===== src/rtl/vga_plane_writer.sv =====
module vga_plane_writer #(
  parameter int ADDR_W = 20
) (
  input  logic              clk,
  input  logic              rst_n,
  input  logic              wr_stb,
  input  logic              rd_stb,
  input  logic [ADDR_W-1:0] cpu_addr,
  input  logic [7:0]        cpu_data,
  input  logic [4:0]        rot_fn,
  input  logic [7:0]        bit_mask,
  input  logic [7:0]        set_reset,
  input  logic [7:0]        sr_enable,
  input  logic [7:0]        plane_mask,
  input  logic [2:0]        write_mode,
  input  logic              ext_write,
  input  logic              addr_by8,
  input  logic              latch8,
  input  logic              expand_by4,
  input  logic [ADDR_W-1:0] decode_mask,
  input  logic [7:0]        fg_color,
  input  logic [7:0]        bg_color,
  input  logic [63:0]       mem_rdata,
  output logic [ADDR_W-1:0] rd_addr,
  output logic [7:0]        rd_data,
  output logic [7:0]        mem_we,
  output logic [63:0]       mem_wdata,
  output logic [ADDR_W-1:0] mem_addr
);
  localparam int NB = 8;
  localparam int DW = NB * 8;

  logic [DW-1:0] latch_q;
  logic [NB-1:0] we_c;
  logic [DW-1:0] wd_c;

  wire [2:0] rot = rot_fn[2:0];
  wire [1:0] fn  = rot_fn[4:3];
  wire [3:0] rot_l = 4'd8 - {1'b0, rot};
  wire [7:0] rot_d = (cpu_data >> rot) | (cpu_data << rot_l);
  wire       rev = ext_write & addr_by8;
  wire       xmode = (write_mode == 3'd4) || (write_mode == 3'd5);
  wire [7:0] eff_mask = (write_mode == 3'd3) ? (bit_mask & rot_d) : bit_mask;
  wire [ADDR_W-1:0] sh_addr = !xmode ? cpu_addr :
                              expand_by4 ? (cpu_addr << 2) : (cpu_addr << 1);

  assign rd_addr = {cpu_addr[ADDR_W-1:2], 2'b00};

  for (genvar g = 0; g < NB; g++) begin : g_plane
    wire       lane_ok = (g < 4) ? 1'b1 : latch8;
    wire       pen  = (rev ? plane_mask[NB-1-g] : plane_mask[g]) & lane_ok;
    wire       xbit = cpu_data[NB-1-g];
    wire       xmsk = plane_mask[NB-1-g];
    wire [7:0] lat  = latch_q[g*8 +: 8];
    logic [7:0] src, res;

    always_comb begin
      case (write_mode)
        3'd0:    src = sr_enable[g] ? {8{set_reset[g]}} : rot_d;
        3'd2:    src = {8{cpu_data[g]}};
        default: src = {8{set_reset[g]}};
      endcase
      case (fn)
        2'd0:    res = (src & eff_mask) | (lat & ~eff_mask);
        2'd1:    res = (src | ~eff_mask) & lat;
        2'd2:    res = (src & eff_mask) | lat;
        default: res = (src & eff_mask) ^ lat;
      endcase
    end

    always_comb begin
      case (write_mode)
        3'd0, 3'd2, 3'd3: begin we_c[g] = pen;         wd_c[g*8 +: 8] = res; end
        3'd1:             begin we_c[g] = pen;         wd_c[g*8 +: 8] = lat; end
        3'd4:             begin we_c[g] = xbit & xmsk; wd_c[g*8 +: 8] = fg_color; end
        3'd5:             begin we_c[g] = xmsk;        wd_c[g*8 +: 8] = xbit ? fg_color : bg_color; end
        default:          begin we_c[g] = 1'b0;        wd_c[g*8 +: 8] = 8'h00; end
      endcase
    end
  end

  always_ff @(posedge clk or negedge rst_n) begin
    if (!rst_n) begin
      mem_we    <= '0;
      mem_wdata <= '0;
      mem_addr  <= '0;
      latch_q   <= '0;
      rd_data   <= '0;
    end else begin
      mem_we <= wr_stb ? we_c : '0;
      if (wr_stb) begin
        mem_wdata <= wd_c;
        mem_addr  <= sh_addr & decode_mask;
      end
      if (rd_stb) begin
        latch_q <= mem_rdata;
        rd_data <= mem_rdata[cpu_addr[1:0]*8 +: 8];
      end
    end
  end
endmodule



===== config.mk =====
export PLATFORM = sky130hd
export DESIGN_NAME = vga_plane_writer
export DESIGN_NICKNAME = d
export VERILOG_FILES = /design/src/rtl/vga_plane_writer.sv
export SDC_FILE = /design/constraint.sdc
export NUM_CORES = 1
export LEC_CHECK = 0
export ABC_AREA = 1
export ABC_CLOCK_PERIOD_IN_PS = 2400
export BUFFER_PORTS_ARGS = -buffer_cell sky130_fd_sc_hd__clkbuf_2
export CAP_MARGIN = 10
export CELL_PAD_IN_SITES_DETAIL_PLACEMENT = 0
export CELL_PAD_IN_SITES_GLOBAL_PLACEMENT = 1
export CORE_UTILIZATION = 41
export DETAILED_ROUTE_END_ITERATION = 12
export PLACE_DENSITY = 0.89
export SLEW_MARGIN = 0
export SYNTH_ARGS = -nofsm -noshare
export SYNTH_HDL_FRONTEND = slang
export SYNTH_SLANG_ARGS = --single-unit

===== constraint.sdc =====
create_clock -name clk -period 2.4 [get_ports clk]
set_input_delay 0.48 -clock clk [delete_from_list [all_inputs] [get_ports clk]]
set_output_delay 0.48 -clock clk [all_outputs]
set_load 0.03 [all_outputs]

# After elaboration in Yosys (flattened, before gate mapping)
# Cells that the tools add are included.
# classes
n_addsub	1
eq_ne	7
shifts	3
muxes	60
bitwise	73
reduce_logical	5
# ops
cell	n
$pmux W8 S4	8
$and A8 B8 Y8	25
$or A8 B8 Y8	25
$pmux W8 S3	8
$mux W8	18
$pmux W8 S2	8
$shiftx A64 B6 Y8	1
$xor A8 B8 Y8	8
$mux W20	2
$pmux W1 S3	8
$and A20 B20 Y20	1
$and A1 B1 Y1	13
$mux W1	8
$not A8 Y8	1
$shl A8 B4 Y8	1
$shr A8 B3 Y8	1
$eq A3 B2 Y1 const B	2
$eq A3 B3 Y1 const B	2
$reduce_or A4 Y1	1
$sub A4 B3 Y4 const A	1
$eq A3 B1 Y1 const B	1
$logic_not A3 Y1	1
$reduce_or A3 Y1	1
$eq A2 B1 Y1 const B	1
3 further kinds	3
# totals
regBits	164
input_bits	176
output_inout_bits	120

# Longest topological paths before layout
# logic_depth
word_depth	10
mapped_depth	20
depth_no_buf	19

# Least setup slack after synthesis
# Ideal clock, no wire load.
# synth_path
kind	input -> register
from	input rot_fn[1]
to	register mem_wdata[47]
t_arrival_ns	2.208
required_time_ns	2.283
slack_ns	0.075
stages	18
n_path_buf	3
path_cell_list	buf_6 > inv_6 > ha_1 > inv_2 > nand3_1 > o21ai_1 > nand2_1 > nand4_1 > and2_1 > buf_6 > buf_8 > nand3_2 > nand2_1 > nand3_1 > nand3_1 > nand2_1 > nand2_1 > nand2_1
# synth_via
elab_chain_cells	10
word_cells_on_any_way	18
classes_between	1 x add/sub; 2 x shift; 5 x mux; 10 x bitwise
# synth_rtl
element	line	rtl
from (decl)	10	input logic [4:0] rot_fn,
$sub A4 B3 Y4	39	wire [3:0] rot_l = 4'd8 - {1'b0, rot};
$shl A8 B4 Y8	40	wire [7:0] rot_d = (cpu_data >> rot) | (cpu_data << rot_l);
$or A8 B8 Y8 (*)	40	
$and A8 B8 Y8	43	wire [7:0] eff_mask = (write_mode == 3'd3) ? (bit_mask & rot_d) : bit_mask;
$mux W8	43	
$not A8 Y8	64, 65	
$or A8 B8 Y8 / $and A8 B8 Y8 (equally long branches)	65, 64	
$and A8 B8 Y8 / $or A8 B8 Y8 (equally long branches)	65, 64	
$pmux W8 S3 (*)	63	case (fn)
$pmux W8 S4 (*)	72	case (write_mode)
to (signal assigned)	92	mem_wdata <= wd_c;
to (decl)	27	output logic [63:0] mem_wdata,
# Every way passes the cells marked *; elsewhere a longest branch is shown, timed or not.
# A chain may end at the register's enable or synchronous reset.

# Worst setup path in the final report
# layout_path
from	input rot_fn[1]
to	register mem_wdata[53]
# Same word-level chain as after synthesis.

==> run metrics <==
Die ar. about 33000 µm²; number of diodes 0; CP endpoint mem_wdata[53]; vias 16787; clk buf depth 2; R2R cell count 9; reg-to-reg startpoint latch_q[26]; Layout area overhead 27.9%; Max-Cap Viols 0; Die W about 180 µm; overall power after layout 9.55 mW; RSZ-0062 raised after global routing no; Final Cycle Share 0.925; initial antenna violation count 0; Util after Layout 0.532; H-tree levels 4; clock-pin slew of the registers on the worst-case setup and hold paths about 70 ps; Slew @ Worst Pin ~970 ps; Primary FF master, synth dfrtp_1; dpl hpwl 49.9 mm; Post-synth EDFFs 0; Fin Clk Skew roughly 16 ps; worst skew pair latency 460 ps; TritonRoute pass-1 iters 6; Crit Path Class in2reg; commonest non-fill, non-tap cell in the layout nand2_1; syn avg cell area 6.11 µm²; wire per inst 22.0 µm; Critical Path End Type flip-flop; Cell Area, Placed between 15000 and 20000 µm²; FF-to-FF End mem_wdata[26]; Post-CTS Setup Bufs 0; GRT Total Usage 0.395; Seq cells post-synth 164; worst min path class in2reg; critical-path maximum fanout 6; post-synth top area cell dfrtp_1; critical path startpoint category primary input; endpoints failing hold 0; clock sink count 164; WP data required roughly 2800 ps; CTS tree yes; # rows 65; Syn Inst Count 2148; Worst VDD drop 0.527 mV; Worst slew margin 0.354; TNS Setup 0 ps; first-pass GRT wire length 96.1 mm; core region area 31600 µm²; top-area cell type share of the netlist area 0.313; largest net degree at the start of global routing 82; fraction of layout cells with a size suffix above 1 0.227; Final Cell Area 16800 µm²; Power Dens Cells between 500 and 600 nW/µm²; nets between 2000 and 3000; # port buffers 293; commonest non-fill, non-tap cells in the layout nand2_1 (942), clkbuf_2 (291), o21ai_0 (239); Async SR Flop Fraction 1.00; Slew Limit Fails 0; clock tree root buffer cell clkbuf_16; Final setup violation count 0; vias per cell about 5.7; DRT iter0 DRCs 1657; GRT overflow 0; Tmin final 2220 ps; Data arrival, critical path between 2000 and 3000 ps; initial core utilization 0.416; dominant cells by area after synthesis dfrtp_1 (31%), nand2_1 (27%), o21ai_0 (9.1%), nand3_1 (5.5%), a221oi_1 (4.3%); CTS buffer count 17; vias in the first global route 15885; drt total wl between 60 and 70 mm; Distinct cells, synth 39; CP Launch Point rot_fn[1]; Synth Cell Area 13100 µm²; Ports 296; Ys Warns 0; final worst slack approximately 180 ps; die height approximately 180 µm; # DRC 0; dpl ws -329 ps; routability cong. 1.05; ANT nets after route 0; maximum clock rate around 0.45 GHz; sequential area share after synthesis 0.313; Leak about 9 nW; Hold Path Cell Cnt 3; reg-to-reg slack, setup 860 ps; outcome completed
-- registers in the layout, indices dropped and copies added, names as in the netlist --
register / flops
latch_q: 64
mem_we: 8
mem_addr: 20
mem_wdata: 64
rd_data: 8
-- final cells by class --
cell class,count,area (µm²)
fillers,3260,14800
multi-input cells,1703,7800
flip-flops and latches,164,4100
repair buffers,489,3250
inverters,145,554
well taps,402,503
clock buffers,22,464
clock inverters,10,100
-- power breakdown --
group / switching [mW] / internal [mW] / leakage, nW / total (mW)
registers: 0.345 / 3.06 / 2.04 / 3.41
logic: 2.29 / 1.10 / 6.74 / 3.39
clock network: 1.26 / 1.49 / 0.275 / 2.75
total: 3.89 / 5.66 / 9.06 / 9.55
-- Yosys cell counts (all sizes together), types with 9 or more instances --
| cell type | number |
|---|---|
| nand2 | 954 |
| o21ai | 250 |
| dfrtp | 164 |
| nand3 | 150 |
| inv | 140 |
| nor2 | 102 |
| a21oi | 95 |
| clkbuf | 81 |
| a221oi | 64 |
| buf | 56 |
| nand4 | 26 |
| o211ai | 14 |
| o31ai | 9 |
-- worst min path at each step --
stage | start | endpoint | slack [ps]
floorplan | rst_n | latch_q[0] | 180
CTS | mem_rdata[34] | latch_q[34] | 220
global placement | rst_n | latch_q[42] | 410
finish | mem_rdata[34] | latch_q[34] | 230
global route | mem_rdata[58] | latch_q[58] | 230
detailed placement | rst_n | latch_q[42] | 410
-- cell families (layout without fill, tap and decap cells) --
family | Yosys count | count (layout) | synth area share
adders and majority gates | 1 | 1 | 0.000954
AOI/OAI and AO/OA | 452 | 452 | 0.200
DFF | 164 | 164 | 0.313
buffers and inverters | 282 | 666 | 0.0951
and+or+nand+nor | 1240 | 1240 | 0.384
muxes | 8 | 8 | 0.00687
other | 1 | 2 | 0.000286
-- through the flow --
step / std cells / hold WS [ps]
after floorplan: 2149 / 184
after global placement: 2902 / 412
after detailed placement: 2902 / 408
after CTS: 2935 / 217
after global routing: 2935 / 233
final: 2935 / 234
-- critical path, cell delays in order --
cell      delay (ps)
clkbuf_2         130
inv_6             30
ha_1             300
buf_4            170
buf_4            130
nor2_1           150
nand2_1          120
nand4_1          110
nand2_1           70
inv_2            160
buf_4            170
nand3_1           60
o21ai_0          100
nand3_1          100
nand2_1           90
nand2_1           60
nand2_1           80
nand2_1           60
nand2_1           60
-- what timing repair did --
action / in CTS / in global routing
setup endpoints to repair: 0 / 12
resized for setup: 0 / 5
hold endpoints to repair: 29 / 0
hold buffers: 1 / 0
-- per-layer routing --
metal / up-vias / routed length [µm] / GRT usage
met4: 0 / 4460 / 0.270
met5: - / 0 / 0
li1: 7816 / - / -
met1: 7778 / 24900 / 0.478
met3: 207 / 5450 / 0.0675
met2: 986 / 29900 / 0.644
(Power assumes the default switching activity.)
